$ cat src/rtl/gtmr16_pkg.sv
package gtmr16_pkg;

    localparam int DATA_W  = 16;
    localparam int ADDR_W  = 2;
    localparam int NUM_EXT = 4;
    localparam int SEL_W   = $clog2(NUM_EXT);
    localparam int PRE_W   = 8;

    typedef enum logic [ADDR_W-1:0] {
        REG_CTRL   = 2'd0,
        REG_COUNT  = 2'd1,
        REG_PERIOD = 2'd2,
        REG_NONE   = 2'd3
    } reg_addr_e;

    typedef struct packed {
        logic             run;
        logic             rsv14;
        logic             idle_stop;
        logic [2:0]       rsv12_10;
        logic [SEL_W-1:0] ext_sel;
        logic             gate_en;
        logic             rsv6;
        logic [1:0]       pre_sel;
        logic             rsv3;
        logic             sync_en;
        logic             src_ext;
        logic             rsv0;
    } ctrl_t;

    localparam logic [DATA_W-1:0] CTRL_MASK = 16'hA3B6;

    function automatic logic [PRE_W-1:0] pre_last(input logic [1:0] sel);
        case (sel)
            2'd0:    pre_last = PRE_W'(0);
            2'd1:    pre_last = PRE_W'(7);
            2'd2:    pre_last = PRE_W'(63);
            default: pre_last = PRE_W'(255);
        endcase
    endfunction

endpackage

$ cat src/rtl/gtmr16_src.sv
module gtmr16_src
    import gtmr16_pkg::*;
(
    input  logic               clk,
    input  logic               rst,
    input  logic [NUM_EXT-1:0] ext_in,
    input  logic [SEL_W-1:0]   ext_sel,
    input  logic               src_ext,
    input  logic               sync_en,
    input  logic               gate_en,
    input  logic               gate_in,
    output logic               tick
);
    logic [NUM_EXT-1:0] rise_v;

    for (genvar i = 0; i < NUM_EXT; i++) begin : g_sync
        logic [2:0] shreg;
        always_ff @(posedge clk) begin
            if (rst) shreg <= '0;
            else     shreg <= {shreg[1:0], ext_in[i]};
        end
        assign rise_v[i] = shreg[1] & ~shreg[2];
    end

    always_comb begin
        if (src_ext)      tick = sync_en ? rise_v[ext_sel] : ext_in[ext_sel];
        else if (gate_en) tick = gate_in;
        else              tick = 1'b1;
    end
endmodule

$ cat src/rtl/gtmr16_presc.sv
module gtmr16_presc
    import gtmr16_pkg::*;
(
    input  logic             clk,
    input  logic             rst,
    input  logic             clr,
    input  logic             adv,
    input  logic [PRE_W-1:0] last,
    output logic             ptick
);
    logic [PRE_W-1:0] pcnt;

    assign ptick = adv && (pcnt == last);

    always_ff @(posedge clk) begin
        if (rst || clr)  pcnt <= '0;
        else if (ptick)  pcnt <= '0;
        else if (adv)    pcnt <= pcnt + PRE_W'(1);
    end
endmodule

$ cat src/rtl/gtmr16_cnt.sv
module gtmr16_cnt
    import gtmr16_pkg::*;
(
    input  logic              clk,
    input  logic              rst,
    input  logic              load,
    input  logic [DATA_W-1:0] load_val,
    input  logic              step,
    input  logic [DATA_W-1:0] period,
    output logic [DATA_W-1:0] count,
    output logic              irq
);
    logic at_end;
    assign at_end = (count == period);

    always_ff @(posedge clk) begin
        if (rst) begin
            count <= '0;
            irq   <= 1'b0;
        end else begin
            irq <= step && at_end && !load;
            if (load)        count <= load_val;
            else if (step)   count <= at_end ? '0 : count + DATA_W'(1);
        end
    end
endmodule

$ cat src/rtl/gtmr16_top.sv
module gtmr16_top
    import gtmr16_pkg::*;
(
    input  logic               clk,
    input  logic               rst,
    input  logic               wr_en,
    input  logic [ADDR_W-1:0]  wr_addr,
    input  logic [DATA_W-1:0]  wr_data,
    input  logic [ADDR_W-1:0]  rd_addr,
    output logic [DATA_W-1:0]  rd_data,
    input  logic [NUM_EXT-1:0] ext_clk_en,
    input  logic               gate_in,
    input  logic               idle_in,
    output logic               irq_pulse,
    output logic               gate_done
);
    ctrl_t             ctrl_q;
    logic [DATA_W-1:0] period_q;
    logic [DATA_W-1:0] cnt_q;
    logic              gate_prev;
    logic              run_on, active, gated_mode;
    logic              wr_ctrl, wr_cnt, wr_block;
    logic              tick, ptick;

    assign run_on     = ctrl_q.run;
    assign active     = run_on && !(ctrl_q.idle_stop && idle_in);
    assign gated_mode = ctrl_q.gate_en && !ctrl_q.src_ext;
    assign wr_ctrl    = wr_en && (wr_addr == REG_CTRL);
    assign wr_cnt     = wr_en && (wr_addr == REG_COUNT);
    assign wr_block   = wr_ctrl || wr_cnt;

    always_ff @(posedge clk) begin
        if (rst) begin
            ctrl_q    <= '0;
            period_q  <= '1;
            gate_prev <= 1'b0;
            gate_done <= 1'b0;
        end else begin
            if (wr_ctrl) ctrl_q <= ctrl_t'(wr_data & CTRL_MASK);
            if (wr_en && wr_addr == REG_PERIOD) period_q <= wr_data;
            gate_prev <= gate_in;
            gate_done <= gate_prev && !gate_in && gated_mode && active;
        end
    end

    gtmr16_src src_i (
        .clk(clk), .rst(rst), .ext_in(ext_clk_en), .ext_sel(ctrl_q.ext_sel),
        .src_ext(ctrl_q.src_ext), .sync_en(ctrl_q.sync_en),
        .gate_en(ctrl_q.gate_en), .gate_in(gate_in), .tick(tick)
    );

    gtmr16_presc presc_i (
        .clk(clk), .rst(rst),
        .clr(wr_cnt || (wr_ctrl && run_on)),
        .adv(tick && active && !wr_block),
        .last(pre_last(ctrl_q.pre_sel)),
        .ptick(ptick)
    );

    gtmr16_cnt cnt_i (
        .clk(clk), .rst(rst), .load(wr_cnt), .load_val(wr_data),
        .step(ptick), .period(period_q), .count(cnt_q), .irq(irq_pulse)
    );

    always_comb begin
        case (rd_addr)
            REG_CTRL:   rd_data = ctrl_q;
            REG_COUNT:  rd_data = cnt_q;
            REG_PERIOD: rd_data = period_q;
            default:    rd_data = '0;
        endcase
    end
endmodule

$ cat config.mk
export PLATFORM = sky130hd
export DESIGN_NAME = gtmr16_top
export DESIGN_NICKNAME = d
export VERILOG_FILES = /design/src/rtl/gtmr16_pkg.sv /design/src/rtl/gtmr16_src.sv /design/src/rtl/gtmr16_presc.sv /design/src/rtl/gtmr16_cnt.sv /design/src/rtl/gtmr16_top.sv
export SDC_FILE = /design/constraint.sdc
export NUM_CORES = 1
export LEC_CHECK = 0
export ABC_CLOCK_PERIOD_IN_PS = 2800
export CAP_MARGIN = 25
export CORE_AREA = 2 2 81 83
export DETAILED_ROUTE_END_ITERATION = 10
export DIE_AREA = 0 0 83 85
export PLACE_DENSITY = 0.83
export SLEW_MARGIN = 20
export SYNTH_ARGS = -nofsm -noshare
export SYNTH_HDL_FRONTEND = slang
export SYNTH_SLANG_ARGS = --single-unit
$ cat constraint.sdc
create_clock -name clk -period 2.8 [get_ports clk]
set_input_delay 0.28 -clock clk [delete_from_list [all_inputs] [get_ports clk]]
set_output_delay 0.28 -clock clk [all_outputs]
set_load 0.05 [all_outputs]
After elaboration in Yosys (flattened, before gate mapping)
Cells that the tools add are included.

operators by class
  add/subtract/negate cells = 2
  $mul = 0
  divide/modulo/power cells = 0
  order comparisons = 1
  eq/ne operators = 8
  shift-type cells = 0
  mux-type cells = 12
  bitwise logic cells = 8
  reduce and logical (&&, ||, !) cells = 28

operators by type and width
  operator                                                     number
  two-way mux 16 bit                                           3
  case mux 16 bit (3 select lines)                             1
  case mux 8 bit (3 select lines)                              1
  adder 16 x 1 -> 16 bit (second input constant)               1
  equality test 16 bit                                         1
  logical AND 1 bit                                            15
  adder 8 x 1 -> 8 bit (second input constant)                 1
  equality test 8 bit                                          1
  equality test 2 x 1 -> 1 bit (second input constant)         3
  equality test 2 bit (second input constant)                  3
  logical NOT 2 bit                                            3
  logical NOT 1 bit                                            5
  two-way mux 1 bit                                            5
  AND 1 bit                                                    4
  binary-select mux 1 bit (select 2 bit)                       2
  NOT 1 bit                                                    4
  logical OR 1 bit                                             3
  less-than comparator 2 x 3 -> 1 bit (second input constant)  1
  nonzero test 2 bit                                           1
  OR reduction 2 bit                                           1

storage, ports and cells
  register bits = 64
  latch bits = 0
  RAM bits = 0
  memory bits (read-only) = 0
  input bits = 29
  output and inout bits = 18
  logic and storage cells = 76
  memories = 0

Logic depth before layout (Yosys ltp)
Gate-level depths: netlist of the first run.

  depth after elaboration = 11
  mapped depth = 8
  mapped depth without buffers = 7

Modules after synthesis
Synthesis of the first run repeated with hierarchy kept, for this count alone.

unflattened totals
  cells, all modules = 410
  area, all modules = 3651.0 um^2

by module, submodules not included
  module        instances  cells each  area each (um^2)  seq. area each (um^2)
  gtmr16_top    1          158         1453.9            540.5
  gtmr16_cnt    1          167         1336.3            340.3
  gtmr16_presc  1          49          434.2             160.2
  gtmr16_src    1          36          426.7             240.2

Worst setup path after synthesis of the first run
Ideal clock, no wire load.

  path type = register -> register
  start = reg cnt_i.count[5]
  end = reg cnt_i.count[15]
  library setup time = 0.122 ns
  arrival time = 2.203 ns
  required time = 2.678 ns
  slack = 0.475 ns
  cell stages (with the launch flop) = 8
  buffers on the path = 2
  period minus slack after synthesis = 2.325 ns
  cell sequence = dfxtp_1 > clkbuf_1 > xnor2_1 > nand4_1 > nor4_1 > buf_2 > nor2_1 > a221o_1

between the ends
  longest elaborated chain between the ends = 4
  elaborated cells on any way between the ends = 5
  those cells by class = add/sub (1); eq/ne (1); mux (3)

ends and longest elaborated chain
  element                                                         RTL line                            source
  start: declaration                                              gtmr16_cnt.sv:10                    output logic [DATA_W-1:0] count,
  start signal: assignment                                        gtmr16_cnt.sv:22                    if (load) count <= load_val;
  start signal: assignment                                        gtmr16_cnt.sv:23                    else if (step) count <= at_end ? '0 : count + DATA_W'(1);
  adder 16 x 1 -> 16 bit or equality test 16 bit (tied branches)  gtmr16_cnt.sv:23, gtmr16_cnt.sv:14
  two-way mux 16 bit (*) (2 in a row)                             gtmr16_cnt.sv:23
  two-way mux 16 bit (*)                                          gtmr16_cnt.sv:22

Mark *: on every way between the ends. The rest lies on a longest branch, timed or not. The select of a mux whose other input is x is not followed.
A chain may end at the register's enable or synchronous reset.

Final worst setup path of the first run
  start = reg ctrl_q[8] (netlist bit)
  end = reg cnt_i.count[1]

between the ends
  longest elaborated chain between the ends = 8
  elaborated cells on any way between the ends = 10
  those cells by class = mux (6); reduce/logical (4)

ends and longest elaborated chain
  element                                  RTL line            source
  start: declaration                       gtmr16_top.sv:17    ctrl_t ctrl_q;
  start signal: assignment                 gtmr16_top.sv:39    if (wr_ctrl) ctrl_q <= ctrl_t'(wr_data & CTRL_MASK);
  binary-select mux 1 bit (select 2 bit)   gtmr16_src.sv:26    if (src_ext) tick = sync_en ? rise_v[ext_sel] : ext_in[ext_sel];
  two-way mux 1 bit (not written as such)  gtmr16_src.sv:26
  two-way mux 1 bit (*) (2 in a row)       gtmr16_src.sv:26
  logical AND 1 bit (*) (2 in a row)       gtmr16_top.sv:55    .adv(tick && active && !wr_block),
  logical AND 1 bit (*)                    gtmr16_presc.sv:13  assign ptick = adv && (pcnt == last);
  nonzero test 2 bit (no line) (*)         --

Marks and branches as above.

==> results.md, run 1 <==
- Status: finished, final reports clean
- Post-synth EDFFs: 0
- Clock network fraction of design power: 35.1%
- Hold Buf Count CTS: 0
- Clk Latency, worst-skew pair: 0.34 ns
- Crit end category: register
- Multi-input gate area: 1950 um^2
- Vias in the first global route: 2957
- Synth Warn #: 0
- Share of cells above drive strength 1: 12.2%
- Post-synth ARST share: 0%
- CP top delay family: multiplexers
- Distinct cells, synth: 50
- CTS H-tree depth: 3
- #FFs+latches synth: 64
- I/O Buffers: 46
- Pwr Density: 496 nW/um^2
- CP max-delay cell: mux4_1
- Sequential share of power: 47.2%
- Final min period: 2.53 ns
- Clock sinks: 64
- Cells after Synth: 402
- Sequential Area: 1280 um^2
- GRT Util Overall: 24.7%
- Critical-path cell list: mux4_1 > nor3b_1 > a311oi_4 > nand2_1 > buf_4 > mux2_2 > a22o_1
- Die Span X: 83 um
- Crit path arrival time: 2.77 ns
- RSZ-0062 raised after global routing: no
- DR vias/cell: 5.92
- CTS Buffer Depth: 2
- Seq/Total Area, Yosys: 38.3%
- Commonest non-fill, non-tap cells in the layout: dfxtp_1, nand2_1, nor2_1
- P_int: 1.52 mW
- GP Congestion: 0.882
- Number of CTS-inserted buffers: 9
- Drt first pass iters: 5
- Hold Fails Final Rpt: 0
- Hold WS: 0.444 ns
- Site Rows: 29
- Mapped cell area: 3340 um^2
- Iter 0 DRT Violations: 393
- Most common cell after layout, fill and taps aside: dfxtp_1
- Syn Nets: 433
- Max-slew violations: 0
- Max Fanout on Critical Path: 21
- # DRC: 0
- Crit path launch: ctrl_q[8]
- Crit path buf inv count: 1
- Boundary Pins: 47
- Nets@finish: 475
- Fill cells: 506
- TritonCTS clock tree: yes
- Clock Pin Slew Worst Setup and Hold Paths: 0.07 ns
- Post-CTS Repair Setup Buffers: 0
- Die H: 85 um
- Worst hold-check path type: register to register
- Total congestion overflow: 0
- Area Overhead vs Synth: 26.7%
- Worst EP required: 3.04 ns
- Initial antenna violation count: 0
- Final setup vio count: 0
- Final Skew: 0.0104 ns
- FF-to-FF Start: ctrl_q[8]
- Initial Util: 53.9%
- CP max stage delay: 0.58 ns
- Root Driver: clkbuf_8
- Slew HR: 47.3%
- FMAX: 395 MHz
- Via count: 3114
- Startpoint Class: register
- Post-detail-place hpwl: 5.94 mm
- Switching share of power: 27.7%
- Setup TNS: 0 ns
- Syn avg cell area: 8.31 um^2
- Leak: 1.60 nW
- Comb pwr share: 17.7%
- Peak VDD IR: 347 uV
- Die area: 7060 um^2
- # Max-Cap Violations: 0
- First-pass GRT wire length: 14.1 mm
- Worst slew pin tran: 0.788 ns
- Type of the worst setup path: register to register
- Final WL: 8.36 mm
- Largest net degree at the start of global routing: 30
- Main synth FF type: dfxtp_1
- Inserted Diodes: 0
- Final worst-path cycle share: 90.4%
- Core area: 6200 um^2
- Post_cts resized: 0
- Avg WL per Cell: 15.9 um
- Hold Startpoint: src_i.g_sync[2].shreg[0]
- P_sw: 582 uW
- Antenna Nets Post-Route: 0
per-layer routing:
metal  global-route usage, %  vias to the layer above  share of wire (%)
met5                       0                        -                  0
met1                    32.8                     1462                 43
met4                    11.6                        0                2.2
met2                    39.0                      126                 47
li1                        -                     1506                  -
met3                    4.86                       20                8.1
power groups by stage:
| stage | combinational [mW] | clock (mW) | sequential [mW] |
|---|---|---|---|
| after floorplan | 0.215 | 0 | 0.993 |
| after global placement | 0.365 | 0 | 1.01 |
| after detailed placement | 0.371 | 0 | 1.01 |
| after CTS | 0.372 | 0.748 | 0.991 |
| after global routing | 0.397 | 0.794 | 0.998 |
| final | 0.372 | 0.737 | 0.992 |
synthesized netlist by cell type (4+ instances only):
master     n  share of area, %
xnor2_1   16               4.2
clkbuf_1  23               2.6
dfxtp_1   64                38
nand3_1   19               2.8
o21ai_0   18               2.7
xor2_1     7               1.8
or4_1      7               1.6
nor2_1    40               4.5
nor2b_1   22               4.1
a21oi_1    4              0.60
a31oi_1   10               1.9
nand2_1   57               6.4
nand3b_1  21               4.7
a22o_1     8               2.1
o21bai_1   5               1.1
nand4_1    9               1.7
mux2i_1   18               5.4
and3_1     4              0.75
sequential cells by signal (all words and copies together) (netlist names):
| register | count |
|---|---|
| cnt_i.count | 16 |
| period_q | 16 |
| src_i.g_sync.shreg | 12 |
| ctrl_q | 8 |
| presc_i.pcnt | 8 |
| cnt_i.irq | 1 |
| gate_done | 1 |
| gate_prev | 1 |
| run_on | 1 |
worst paths after layout:
path | endpoint | slack, ns | depth (start not counted)
max | cnt_i.count[1] | 0.27 | 7
min | src_i.g_sync[2].shreg[1] | 0.44 | 1
max reg2reg | cnt_i.count[1] | 0.27 | 7
min reg2reg | src_i.g_sync[2].shreg[1] | 0.44 | 1
cell type report:
class / instances / area share, %
Timing Repair Buffer: 58 / 16.8
Multi-Input combinational cell: 309 / 46.2
Inverter: 2 / 0.177
Clock inverter: 3 / 0.355
Tap cell: 77 / 2.28
Clock buffer: 13 / 3.99
Sequential cell: 64 / 30.3
cell families (layout without fill, tap and decap cells):
| kind of cell | Yosys count | in the layout | synth area share, % |
|---|---|---|---|
| DFF | 64 | 64 | 38.3 |
| adders and majority gates | 2 | 2 | 0.749 |
| muxes | 20 | 20 | 6.51 |
| buffers and inverters | 29 | 76 | 3.37 |
| AOI/OAI and AO/OA | 63 | 63 | 13.4 |
| and+or+nand+nor | 201 | 201 | 31.6 |
| xor gates and xnor gates | 23 | 23 | 6.03 |
through the flow:
step	utilization [%]	total power, mW	instances	worst slack (ns)	cell area (um^2)
CTS	68.2	2.11	526	0.261	4230
global route	68.2	2.19	526	0.179	4230
global placement	65.3	1.37	510	0.195	4050
finish	68.2	2.10	526	0.269	4230
detailed placement	65.3	1.38	510	0.150	4050
floorplan	-	1.21	402	0.475	3340
(Power assumes the default switching activity.)
==> run 2: changes to the inputs <==
--- a/config.mk
+++ b/config.mk
@@ -11,6 +11,7 @@
 export DETAILED_ROUTE_END_ITERATION = 10
 export DIE_AREA = 0 0 83 85
 export PLACE_DENSITY = 0.83
+export RECOVER_POWER = 100
 export SLEW_MARGIN = 20
 export SYNTH_ARGS = -nofsm -noshare
 export SYNTH_HDL_FRONTEND = slang
==> constraint.sdc (replaced) <==
create_clock -name clk -period 2.8 [get_ports clk]
set_input_delay 0.7 -clock clk [delete_from_list [all_inputs] [get_ports clk]]
set_output_delay 0.7 -clock clk [all_outputs]
set_load 0.05 [all_outputs]
==> run 2 against run 1 <==
Combinational power decreased by 1%; critical path depth fell by 2; cell area grew 1.1%; die area unchanged; largest cell class unchanged.
==> results.md, run 2 (same netlist as run 1, synthesis figures left out) <==
- Status: finished, final reports clean
- Worst slew pin tran: 1.32 ns
- Peak VDD IR: 417 uV
- Biggest regs: cnt_i.count (16), period_q (16), src_i.g_sync.shreg (12)
- Avg WL per Cell: 17.0 um
- Clk Latency, worst-skew pair: 0.36 ns
- Via count: 3251
- R2R setup slack: 0.30 ns
- FF-to-FF Start: presc_i.pcnt[3]
- # Max-Cap Violations: 0
- Clock Pin Slew Worst Setup and Hold Paths: 0.07 ns
- Type of the worst setup path: input port to primary output
- Worst EP required: 2.10 ns
- Largest net degree at the start of global routing: 35
- Max Fanout on Critical Path: 6
- Placed cells: 523
- Die area: 7060 um^2
- CTS Buffer Depth: 2
- Startpoint Class: input port
- TritonCTS clock tree: yes
- Initial Util: 53.9%
- Area Overhead vs Synth: 28.0%
- Share of cells above drive strength 1: 14.3%
- First-pass GRT wire length: 14.9 mm
- Worst hold stages: 2
- R2R depth: 7
- Reg2Reg Capture Point: cnt_i.count[5]
- Total congestion overflow: 0
- Leak: 1.64 nW
- Root Driver: clkbuf_8
- Max-slew violations: 0
- Crit end category: primary output
- DR vias/cell: 6.03
- CTS H-tree depth: 3
- Final setup vio count: 0
- RSZ-0062 raised after global routing: no
- FMAX: 361 MHz
- Slew HR: 11.8%
- Number of CTS-inserted buffers: 9
- Hold Path End: gate_done
- Final min period: 2.77 ns
- Clock sinks: 64
- Die Span X: 83 um
- I/O Buffers: 46
- Core area: 6200 um^2
- GRT Util Overall: 26.5%
- Final Skew: 0.0112 ns
- Post-CTS Repair Setup Buffers: 0
- Commonest non-fill, non-tap cells in the layout: dfxtp_1, nand2_1, nor2_1
- Fin cells: 539
- Site Rows: 29
- Vias in the first global route: 3126
- Most common cell after layout, fill and taps aside: dfxtp_1
- Post-detail-place hpwl: 6.38 mm
- Hold Fails Final Rpt: 0
- Antenna Nets Post-Route: 0
- Iter 0 DRT Violations: 367
- Worst hold-check path type: register to register
- Nets@finish: 488
- Setup TNS: 0 ns
- Hold Startpoint: gate_prev
- # DRC: 0
- Final worst-path cycle share: 99.0%
- Initial antenna violation count: 0
- Crit path launch: rd_addr[1]
- Boundary Pins: 47
- GP Congestion: 0.887
- Crit path arrival time: 2.07 ns
- Drt first pass iters: 6
- Die H: 85 um
- Final WL: 9.18 mm
- Pwr Density: 528 nW/um^2
- Inserted Diodes: 0
==> run 2: critical path, stage by stage <==
cell and delay [ns]:
clkdlybuf4s50_1 0.52, nor2b_1 0.19, clkbuf_2 0.22, a22o_1 0.17
buf_2 0.26
==> run 2: worst max path at each step <==
stage | end | cells past startpoint
final | rd_data[11] | 5
after global placement | presc_i.pcnt[1] | 8
after floorplan | rd_data[13] | 3
after global routing | rd_data[11] | 5
after CTS | rd_data[13] | 6
after detailed placement | cnt_i.count[5] | 8
==> run 2: cell type report <==
cell class / instances / area, um^2
Tap cell: 77 / 96.3
Sequential cell: 64 / 1280
Multi-Input combinational cell: 309 / 1960
Clock inverter: 7 / 96.3
Clock buffer: 9 / 124
Fill cell: 499 / 1930
Inverter: 2 / 7.51
Timing Repair Buffer: 71 / 714
==> run 2: power breakdown <==
group	total, mW	internal, mW	switching (mW)
registers	0.994	0.947	0.0463
clock network	0.898	0.500	0.398
logic	0.368	0.172	0.196
==> run 2: what timing repair did <==
action                     4_1_cts  5_1_grt
cloned                           0        0
hold buffers                     0        0
gates resized for setup          1        2
setup endpoints to repair        5        2
==> run 2: metal layers <==
metal | up-vias | part of all wire (%) | track usage, %
met5 | - | 0 | 0
met3 | 25 | 7.7 | 6.52
met2 | 157 | 46 | 42.8
met1 | 1537 | 43 | 33.1
met4 | 0 | 2.9 | 13.3
li1 | 1532 | - | -
==> run 2: through the flow <==
step / power (mW) / instance area (um^2) / setup WS [ns] / hold WS (ns) / utilization (%)
floorplan: 1.21 / 3340 / 0.128 / 0.399 / -
global placement: 1.39 / 4160 / -0.0276 / 0.413 / 67.0
detailed placement: 1.40 / 4160 / -0.171 / 0.424 / 67.0
CTS: 2.29 / 4380 / 0.0403 / 0.440 / 70.6
global route: 2.33 / 4280 / 0.00340 / 0.447 / 69.0
finish: 2.26 / 4280 / 0.0273 / 0.438 / 69.0
==> run 3: changes to the inputs <==
--- a/config.mk
+++ b/config.mk
@@ -7,12 +7,14 @@
 export LEC_CHECK = 0
 export ABC_CLOCK_PERIOD_IN_PS = 2800
 export CAP_MARGIN = 25
-export CORE_AREA = 2 2 81 83
+export CORE_AREA = 2 2 84 86
 export DETAILED_ROUTE_END_ITERATION = 10
-export DIE_AREA = 0 0 83 85
+export DIE_AREA = 0 0 86 88
 export PLACE_DENSITY = 0.83
 export RECOVER_POWER = 100
 export SLEW_MARGIN = 20
 export SYNTH_ARGS = -nofsm -noshare
 export SYNTH_HDL_FRONTEND = slang
+export SYNTH_HIERARCHICAL = 1
 export SYNTH_SLANG_ARGS = --single-unit
+export TNS_END_PERCENT = 100
==> constraint.sdc (replaced) <==
create_clock -name clk -period 2.8 [get_ports clk]
set_input_delay 0.7 -clock clk [delete_from_list [all_inputs] [get_ports clk]]
set_output_delay 0.7 -clock clk [all_outputs]
set_load 0.005 [all_outputs]
==> run 3 against run 2 <==
Fmax is 0.89% higher; core utilization is 2.5 points lower; cell count is 0.19% higher; critical endpoint is now rd_data[6]; non-clock buffer count is 8 lower; clock power hardly changed.
==> results.md, run 3 <==
- Leak: 1.55 nW
- Root Driver: clkbuf_8
- Max-slew violations: 0
- Vias in the first global route: 3194
- Commonest non-fill, non-tap cells in the layout: dfxtp_1, nor2_1, xnor2_1
- Largest area contributor in the netlist: dfxtp_1
- Final min period: 2.75 ns
- Main synth FF type: dfxtp_1
- Pwr Density: 488 nW/um^2
- Post-synth top cells: dfxtp_1, nor2_1, xnor2_1, mux2i_1, nand2b_1
- Initial Util: 55.0%
- Slew HR: 9.70%
- Max Fanout on Critical Path: 7
- Area post-placement: 4180 um^2
- Final WL: 9.16 mm
- Crit path arrival time: 2.05 ns
- Site Rows: 30
- Die area: 7570 um^2
- Biggest regs: cnt_i/count (16), period_q (16), src_i/g_sync.shreg (12)
- CTS Buffer Depth: 2
- # Max-Cap Violations: 0
- Clk Latency, worst-skew pair: 0.34 ns
- Nets@finish: 486
- GRT Util Overall: 26.2%
- Hold Fails Final Rpt: 0
- Fill cells: 525
- Startpoint Class: input port
- Number of CTS-inserted buffers: 9
- # DRC: 0
- Worst EP required: 2.10 ns
- Antenna Nets Post-Route: 0
- Synth Warn #: 6
- Mapped cell area: 3650 um^2
- Multi-input gate area: 2200 um^2
- RSZ-0062 raised after global routing: no
- Clock sinks: 64
- Area Overhead vs Synth: 21.0%
- Core area: 6640 um^2
- Worst slew pin tran: 1.35 ns
- Peak VDD IR: 327 uV
- CTS H-tree depth: 3
- Die Span X: 86 um
- #FFs+latches synth: 64
- Type of the worst setup path: input port to primary output
- Share of the synthesized area in the top cell type: 35.1%
- Sequential Area: 1280 um^2
- CP top delay family: buffers and inverters
- Final setup vio count: 0
- Seq/Total Area, Yosys: 35.1%
- Setup TNS: 0 ns
- Share of cells above drive strength 1: 11.3%
- Post-synth EDFFs: 0
- Distinct cells, synth: 45
- Final Skew: 0.00686 ns
- Drt first pass iters: 5
- Clock Pin Slew Worst Setup and Hold Paths: 0.08 ns
- Boundary Pins: 47
- Inserted Diodes: 0
- Initial antenna violation count: 0
- Syn avg cell area: 8.90 um^2
- Post-synth ARST share: 0%
- Status: finished, final reports clean
- Hold WS: 0.438 ns
- CP max-delay cell: dlygate4sd3_1
- Worst hold-check path type: register to register
- Post-CTS Repair Setup Buffers: 0
- Most frequent cell after synthesis: dfxtp_1
- GP Congestion: 0.856
- Avg WL per Cell: 17.0 um
- TritonCTS clock tree: yes
- Iter 0 DRT Violations: 280
- Critical-path cell list: dlygate4sd2_1 > nor2b_4 > buf_6 > a22o_1 > dlygate4sd3_1
- Most common cell after layout, fill and taps aside: dfxtp_1
- First-pass GRT wire length: 15.6 mm
- Crit path buf inv count: 3
- Syn Nets: 441
- I/O Buffers: 46
- Crit end category: primary output
- Cells after Synth: 410
- Total congestion overflow: 0
- Die H: 88 um
- Via count: 3123
- DR vias/cell: 5.78
- Synth area leaders: dfxtp_1, mux2i_1, xnor2_1, nand2b_1, nor2_1
- Post-detail-place hpwl: 6.30 mm
- CP max stage delay: 0.57 ns
- Overall Power: 2.16 mW
- Final worst-path cycle share: 98.2%
- Final Cell Area: 4420 um^2
- Largest net degree at the start of global routing: 43
- FMAX: 364 MHz
## run 3: cells by family after synthesis
| family | synth area share, % |
|---|---|
| AOI/OAI and AO/OA | 11.0 |
| muxes | 10.8 |
| xor gates and xnor gates | 11.0 |
| adders and majority gates | 0.685 |
| buffers and inverters | 5.21 |
| DFF | 35.1 |
| and+or+nand+nor | 26.1 |
## run 3: metal layers
layer,track usage (%),up-vias,wire [um]
met1,33.6,1468,4010
met3,5.94,16,626
li1,-,1510,-
met4,8.66,0,117
met2,43.8,129,4400
met5,0,-,0
## run 3: cell type report
type                            instances  share of cell area, %
Multi-Input combinational cell        311                   49.9
Sequential cell                        64                   29.0
Timing Repair Buffer                   63                   13.2
Clock buffer                            9                   2.80
Clock inverter                          7                   2.32
Tap cell                               80                   2.27
Inverter                                6                  0.510
## run 3: path summary, 6_finish.rpt
kind	startpoint	end	slack (ns)	cells past startpoint
hold / removal	src_i/g_sync[2].shreg[0]	src_i/g_sync[2].shreg[1]	0.44	1
setup / recovery	rd_addr[0]	rd_data[6]	0.05	5
hold reg to reg	src_i/g_sync[2].shreg[0]	src_i/g_sync[2].shreg[1]	0.44	1
setup reg to reg	ctrl_q[8]	cnt_i/count[2]	0.19	10
## run 3: power breakdown
group / leakage, nW / switching [mW] / internal (mW)
combinational: 0.921 / 0.132 / 0.148
sequential: 0.522 / 0.0360 / 0.939
clock: 0.111 / 0.389 / 0.512
total: 1.55 / 0.557 / 1.60
## run 3: timing repair
| action | CTS | global route |
|---|---|---|
| gates cloned | 1 | 0 |
| gates resized for setup | 10 | 6 |
| endpoints found under the setup margin | 16 | 17 |
| hold buffers | 0 | 0 |
| pin swaps | 0 | 0 |
## run 3: through the flow
stage	util (%)	std cells	worst slack [ns]
floorplan	-	410	0.0348
global placement	62.9	523	-0.173
detailed placement	62.9	523	-0.285
CTS	66.5	540	0.0226
global route	66.5	540	0.0108
finish	66.5	540	0.0517
